===== config.mk =====
export PLATFORM = sky130hd
export DESIGN_NAME = lsu_top
export DESIGN_NICKNAME = d
export VERILOG_FILES = /design/src/rtl/lsu_pkg.sv /design/src/rtl/lsu_agen.sv /design/src/rtl/lsu_lane_ctl.sv /design/src/rtl/lsu_load_fmt.sv /design/src/rtl/lsu_top.sv
export SDC_FILE = /design/constraint.sdc
export NUM_CORES = 1
export LEC_CHECK = 0
export BUFFER_PORTS_ARGS = -buffer_cell sky130_fd_sc_hd__buf_2
export CAP_MARGIN = 0
export CORE_MARGIN = 2
export CORE_UTILIZATION = 30
export CTS_CLUSTER_DIAMETER = 60
export DETAILED_ROUTE_END_ITERATION = 12
export GPL_TIMING_DRIVEN = 0
export MAX_ROUTING_LAYER = met4
export SLEW_MARGIN = 5
export SYNTH_ARGS = -nofsm -noshare
export SYNTH_HDL_FRONTEND = slang
export SYNTH_SLANG_ARGS = --single-unit

===== constraint.sdc =====
create_clock -name clk -period 5.3 [get_ports clk]
set_clock_uncertainty 0.1 [all_clocks]
set_input_delay 0.265 -clock clk [delete_from_list [all_inputs] [get_ports clk]]
set_output_delay 0.265 -clock clk [all_outputs]
set_load 0.1 [all_outputs]

===== src/rtl/lsu_pkg.sv =====
// Package: shared operation codes and helpers for the load/store unit.
// Assumes bit 1 of the code selects word size and bit 0 selects a store.
package lsu_pkg;

    typedef enum logic [1:0] {
        OP_LDB = 2'b00,
        OP_STB = 2'b01,
        OP_LDW = 2'b10,
        OP_STW = 2'b11
    } lsu_op_e;

    // True when the operation moves a full word.
    function automatic logic op_is_word(input lsu_op_e op);
        return op[1];
    endfunction

    // True when the operation writes memory.
    function automatic logic op_is_store(input lsu_op_e op);
        return op[0];
    endfunction

endpackage


===== src/rtl/lsu_agen.sv =====
// Address generator: adds base and sign-extended displacement, splits the
// result into word address and byte lane, and flags misaligned word access.
// Assumes OFF_W < ADDR_W and a power-of-two lane count.
module lsu_agen #(
    parameter int ADDR_W = 32,
    parameter int OFF_W  = 16,
    parameter int LANES  = 4,
    localparam int LSW   = $clog2(LANES)
) (
    input  logic [ADDR_W-1:0]   base,
    input  logic [OFF_W-1:0]    offset,
    input  logic                is_word,
    output logic [ADDR_W-LSW-1:0] waddr,
    output logic [LSW-1:0]      lane,
    output logic                fault
);

    logic [ADDR_W-1:0] ea;

    // Effective address: modulo-2^ADDR_W sum with sign-extended offset.
    always_comb begin
        ea    = base + {{(ADDR_W-OFF_W){offset[OFF_W-1]}}, offset};
        waddr = ea[ADDR_W-1:LSW];
        lane  = ea[LSW-1:0];
        fault = is_word && (lane != '0);
    end

endmodule


===== src/rtl/lsu_lane_ctl.sv =====
// Lane control: turns one request into per-lane chip-selects, a write-enable
// and lane-positioned store data. Lane bit i covers data bits 8i+7:8i,
// which is byte offset LANES-1-i (big-endian). Faulting requests stay off.
module lsu_lane_ctl #(
    parameter int DATA_W = 32,
    localparam int LANES = DATA_W / 8,
    localparam int LSW   = $clog2(LANES)
) (
    input  logic              clk,
    input  logic              rst_n,
    input  logic              valid,
    input  logic              is_word,
    input  logic              is_store,
    input  logic              fault,
    input  logic [LSW-1:0]    lane,
    input  logic [DATA_W-1:0] wdata,
    output logic [LANES-1:0]  cs,
    output logic              we,
    output logic [DATA_W-1:0] lane_wdata
);

    logic go;

    // Request reaches memory only when present and not faulting.
    always_comb go = valid && !fault;

    // Write-enable follows the store flag of a live request.
    always_comb we = go && is_store;

    for (genvar g = 0; g < LANES; g++) begin : g_lane
        // Select this lane for words, or when it holds the addressed byte.
        always_comb cs[g] = go && (is_word || (lane == LSW'(LANES-1-g)));
        // Word stores place their own byte; byte stores replicate bits 7:0.
        always_comb lane_wdata[8*g +: 8] = is_word ? wdata[8*g +: 8] : wdata[7:0];
    end

    AST_BYTE_ONE_LANE: assert property (@(posedge clk) disable iff (!rst_n)
        (valid && !is_word) |-> ($countones(cs) == 1));
    AST_FAULT_QUIET: assert property (@(posedge clk) disable iff (!rst_n)
        (valid && is_word && (lane != '0)) |-> (cs == '0 && !we));

endmodule


===== src/rtl/lsu_load_fmt.sv =====
// Load formatter: picks the addressed byte from the registered memory word
// and extends it, or passes the whole word. Output is zero when inactive.
// Assumes the memory word is big-endian across lanes.
module lsu_load_fmt #(
    parameter int DATA_W = 32,
    localparam int LANES = DATA_W / 8,
    localparam int LSW   = $clog2(LANES)
) (
    input  logic              active,
    input  logic              is_word,
    input  logic              is_unsigned,
    input  logic [LSW-1:0]    lane,
    input  logic [DATA_W-1:0] rdata,
    output logic [DATA_W-1:0] result
);

    logic [7:0] pick;

    // Byte select: lane bit i holds byte offset LANES-1-i.
    always_comb begin
        pick = '0;
        for (int i = 0; i < LANES; i++) begin
            if (lane == LSW'(LANES-1-i)) pick = rdata[8*i +: 8];
        end
    end

    // Result: whole word, zero-extended byte or sign-extended byte.
    always_comb begin
        if (!active)          result = '0;
        else if (is_word)     result = rdata;
        else if (is_unsigned) result = {{(DATA_W-8){1'b0}}, pick};
        else                  result = {{(DATA_W-8){pick[7]}}, pick};
    end

endmodule


===== src/rtl/lsu_top.sv =====
// Load/store unit top: address generation and lane control in the request
// cycle, one response register stage, load formatting in the done cycle.
// Assumes a memory that registers its read word at the request edge.
module lsu_top #(
    parameter int ADDR_W = 32,
    parameter int DATA_W = 32,
    parameter int OFF_W  = 16,
    localparam int LANES = DATA_W / 8,
    localparam int LSW   = $clog2(LANES)
) (
    input  logic                  clk,
    input  logic                  rst_n,
    input  logic                  req_valid,
    input  logic [1:0]            req_op,
    input  logic                  req_unsigned,
    input  logic [ADDR_W-1:0]     req_base,
    input  logic [OFF_W-1:0]      req_offset,
    input  logic [DATA_W-1:0]     req_wdata,
    output logic [LANES-1:0]      mem_cs,
    output logic                  mem_we,
    output logic [ADDR_W-LSW-1:0] mem_waddr,
    output logic [DATA_W-1:0]     mem_wdata,
    input  logic [DATA_W-1:0]     mem_rdata,
    output logic [DATA_W-1:0]     ld_data,
    output logic                  done,
    output logic                  bus_err
);
    import lsu_pkg::*;

    lsu_op_e        op;
    logic           is_word, is_store, fault;
    logic [LSW-1:0] lane;

    logic           rsp_done, rsp_err, rsp_load, rsp_word, rsp_uns;
    logic [LSW-1:0] rsp_lane;

    // Decode the operation code into size and direction.
    always_comb begin
        op       = lsu_op_e'(req_op);
        is_word  = op_is_word(op);
        is_store = op_is_store(op);
    end

    lsu_agen #(.ADDR_W(ADDR_W), .OFF_W(OFF_W), .LANES(LANES)) u_agen (
        .base    (req_base),
        .offset  (req_offset),
        .is_word (is_word),
        .waddr   (mem_waddr),
        .lane    (lane),
        .fault   (fault)
    );

    lsu_lane_ctl #(.DATA_W(DATA_W)) u_lane (
        .clk        (clk),
        .rst_n      (rst_n),
        .valid      (req_valid),
        .is_word    (is_word),
        .is_store   (is_store),
        .fault      (fault),
        .lane       (lane),
        .wdata      (req_wdata),
        .cs         (mem_cs),
        .we         (mem_we),
        .lane_wdata (mem_wdata)
    );

    // Response stage: capture what the done cycle needs to format a result.
    always_ff @(posedge clk) begin
        if (!rst_n) begin
            rsp_done <= 1'b0;
            rsp_err  <= 1'b0;
            rsp_load <= 1'b0;
            rsp_word <= 1'b0;
            rsp_uns  <= 1'b0;
            rsp_lane <= '0;
        end else begin
            rsp_done <= req_valid;
            rsp_err  <= req_valid && fault;
            rsp_load <= req_valid && !is_store && !fault;
            rsp_word <= is_word;
            rsp_uns  <= req_unsigned;
            rsp_lane <= lane;
        end
    end

    lsu_load_fmt #(.DATA_W(DATA_W)) u_fmt (
        .active      (rsp_done && rsp_load),
        .is_word     (rsp_word),
        .is_unsigned (rsp_uns),
        .lane        (rsp_lane),
        .rdata       (mem_rdata),
        .result      (ld_data)
    );

    // Response outputs.
    always_comb begin
        done    = rsp_done;
        bus_err = rsp_err;
    end

    AST_DONE_NEXT: assert property (@(posedge clk) disable iff (!rst_n)
        req_valid |=> done);
    AST_DONE_HAS_REQ: assert property (@(posedge clk) disable iff (!rst_n)
        done |-> $past(req_valid));
    AST_NO_DATA_IDLE: assert property (@(posedge clk) disable iff (!rst_n)
        !done |-> (ld_data == '0));
    AST_ERR_NO_ACCESS: assert property (@(posedge clk) disable iff (!rst_n)
        bus_err |-> ($past(mem_cs) == '0 && !$past(mem_we)));
    AST_ERR_ZERO_DATA: assert property (@(posedge clk) disable iff (!rst_n)
        bus_err |-> (ld_data == '0));
    AST_BYTE_NEVER_ERR: assert property (@(posedge clk) disable iff (!rst_n)
        (req_valid && !req_op[1]) |=> !bus_err);
    AST_IDLE_QUIET: assert property (@(posedge clk) disable iff (!rst_n)
        !req_valid |-> (mem_cs == '0 && !mem_we));
    AST_WE_ON_STORE: assert property (@(posedge clk) disable iff (!rst_n)
        mem_we |-> (req_valid && req_op[0]));

endmodule


==> metrics <==
status completed; Hold WC Path Type input pin to flip-flop; Achievable Freq roughly 0.29 GHz; syn avg cell area roughly 6.5 um2; Hold EP rsp_load; Final min period between 3000 and 4000 ps; post-synthesis cell count around 440; CP cell instances buf_2, ha_1, o211ai_1, o21ai_0, nor2_1, o31a_1, o21ai_0, a211oi_1, xnor2_1, buf_2; # Post-CTS Setup Buffers 0; max_slew headroom between 50% and 60%; H-Tree Depth 1; TritonCTS clock tree yes; cell area after synthesis approximately 0.0029 mm2; Seq pwr share 5.1%; Clock Sinks 7; initial antenna violation count 0; library cells used by synthesis between 50 and 60; Worst Path Max Fanout 4; dominant synthesized flop cell dfxtp_1; hold_sp req_op[0]; area of the core a little over 0.009 mm2; Critical Path End Type output port; CP max-delay cell o21ai_0; crit path buf inv count 2; Die H between 100 and 150 um; Max stage delay on crit path ~570 ps; Switch Pwr approximately 0.8 mW; Final Core Density between 40 and 50%; Routed Antenna Nets 0; PD cells ~270 mW/mm2; clock root cell clkbuf_8; Max Cap Violations 0; DRC 0; # rows 35; DR pass1 iterations 4; crit path kind input pin to output port; WHS Path Cells 2; Sequential Area approximately 140 um2; area occupied by multi-input gates 0.00244 mm2; DIE AREA between 0.01 and 0.015 mm2; post-route setup TNS 0 ps; Hold Fails Final Rpt 0; largest net degree at the start of global routing 18; setup violators final 0; DP HPWL ~9.0 mm; Crit path max-delay family compound AO/OA/AOI/OAI gates; leak pwr roughly 2.4 nW; average wire per standard cell approximately 13 um; Post-synth EDFFs 0; clock-pin slew on the worst setup and hold paths roughly 40 ps; Nets about 800; RSZ-0062 raised after global routing false; Pwr Total approximately 1.1 mW; Yosys reg bits 7; layout overhead on the synthesized area 45.3%; clock buffer depth 2; layout cells sized above 1 37.0%; CP Data Required Time between 4000 and 5000 ps; fin crit share roughly 66%; Post-synth ARST share 0%; register area share after synthesis slightly below 5%; CTS resizes 0; filler cell count roughly 1,000; CTS Buf Count 3; Vias per Instance 4.97; final-report max-slew violation count 0; Final Routed Wirelength between 10 and 15 mm; Port Buffer Count roughly 220; crit path DAT around 3100 ps; cts hold-fix bufs 0; commonest non-fill, non-tap cell in the layout buf_2; first-pass GRT wire length approximately 16 mm; Clock power frac about 6.7%; n_diodes 0; sw frac slightly above 70%; worst slew pin tran ~650 ps; logic gate share of total power between 80% and 90%; Tot GR Track Use 19.2%; io pins roughly 220; routed vias 3,919; P_int about 0.32 mW; Warnings, synthesis 0; drt initial violations 140; VDD IR max about 0.00023 V; via count of the first global-routing pass around 3,400; starting density of the core 30.9%; Post-Syn Nets 588; RePlAce Congestion roughly 0.95; grt total ovfl 0; Die X ~100 um; most frequent cells in the layout buf_2, nand2_1, a21oi_1, inv_1, ha_1; startpoint types input pin
==> worst max path at each step <==
stage	start	to	slack (ps)	depth (start not counted)
after floorplan	req_base[0]	mem_waddr[24]	550	11
after global placement	req_base[0]	mem_waddr[24]	1830	13
after detailed placement	req_base[0]	mem_waddr[24]	1820	13
after CTS	req_base[0]	mem_waddr[24]	1810	13
after global routing	req_base[4]	mem_waddr[27]	1640	10
final	req_base[4]	mem_waddr[27]	1800	10
==> kinds of logic (layout without fill, tap and decap cells) <==
logic type | Yosys count | count (layout) | share of synthesized area, %
simple gates | 168 | 168 | 27.7
compound gates | 128 | 128 | 28.1
buf+inv | 63 | 284 | 9.64
fa+ha+maj | 32 | 32 | 14.3
xor+xnor | 28 | 28 | 8.59
mux | 12 | 12 | 6.84
flops | 7 | 7 | 4.91
==> routing by layer <==
layer | track usage (%) | part of all wire (%) | vias to the layer above
li1 | - | - | 1990
met1 | 22.9 | 43 | 1744
met2 | 34.2 | 48 | 164
met3 | 2.42 | 6.8 | 21
met4 | 4.68 | 1.8 | 0
met5 | - | 0 | -
==> state kept, by name, indices dropped and copies added, names as in the netlist <==
register	cells
done	1
rsp_word	1
rsp_load	1
bus_err	1
rsp_uns	1
rsp_lane	2
==> metrics by stage <==
step / instances / area (um2) / hold slack, ps / worst slack [ps]
after global routing: 788 / 4150 / 109 / 1640
final: 788 / 4150 / 103 / 1800
after global placement: 784 / 4100 / 344 / 1830
after floorplan: 438 / 2850 / 238 / 550
after detailed placement: 784 / 4100 / 342 / 1820
after CTS: 788 / 4150 / 101 / 1810
==> cells in the mapped netlist (2+ instances only) <==
library cell / n / area share [%]
or3_1: 2 / 0.44
o22ai_1: 4 / 0.88
nor3_1: 7 / 1.2
buf_4: 8 / 2.1
a21oi_1: 50 / 8.8
clkbuf_1: 15 / 2.0
or3b_2: 2 / 0.61
o211ai_1: 7 / 1.8
nor2_1: 29 / 3.8
nand3b_1: 2 / 0.53
xnor2_1: 19 / 5.8
nand3_1: 7 / 1.2
a31oi_1: 4 / 0.88
xor2_1: 9 / 2.8
o21bai_1: 3 / 0.79
mux2i_1: 6 / 2.1
mux4_2: 6 / 4.7
o31a_1: 3 / 0.92
and3_1: 8 / 1.8
and2_1: 5 / 1.1
dfxtp_1: 7 / 4.9
a21o_1: 11 / 2.9
o41ai_1: 2 / 0.61
a211oi_1: 8 / 2.1
nand4_1: 4 / 0.88
or4_1: 4 / 1.1
o21ai_0: 19 / 3.3
o31ai_1: 3 / 0.79
o21a_1: 5 / 1.3
nand2_1: 76 / 10
nand2b_1: 11 / 2.4
inv_1: 36 / 4.7
ha_1: 31 / 14
nor2b_1: 6 / 1.3
==> cell type report <==
cell class                 count  area share (%)
multi-input combinational    368            58.8
timing repair buffer         217            26.2
tap                          129            3.89
sequential                     7            3.38
inverter                      37            3.35
buffer                        26            3.29
clock buffer                   4            1.09
==> power groups by stage <==
stage	logic, mW	registers (mW)	clock network [mW]
3_3_place_gp	0.983	0.0587	0
4_1_cts	0.991	0.0579	0.0770
3_5_place_dp	0.988	0.0587	0
5_1_grt	1.04	0.0581	0.0822
2_1_floorplan	0.807	0.0638	0
6_report	0.991	0.0578	0.0756
No activity file was read; power rests on OpenSTA's default activity.
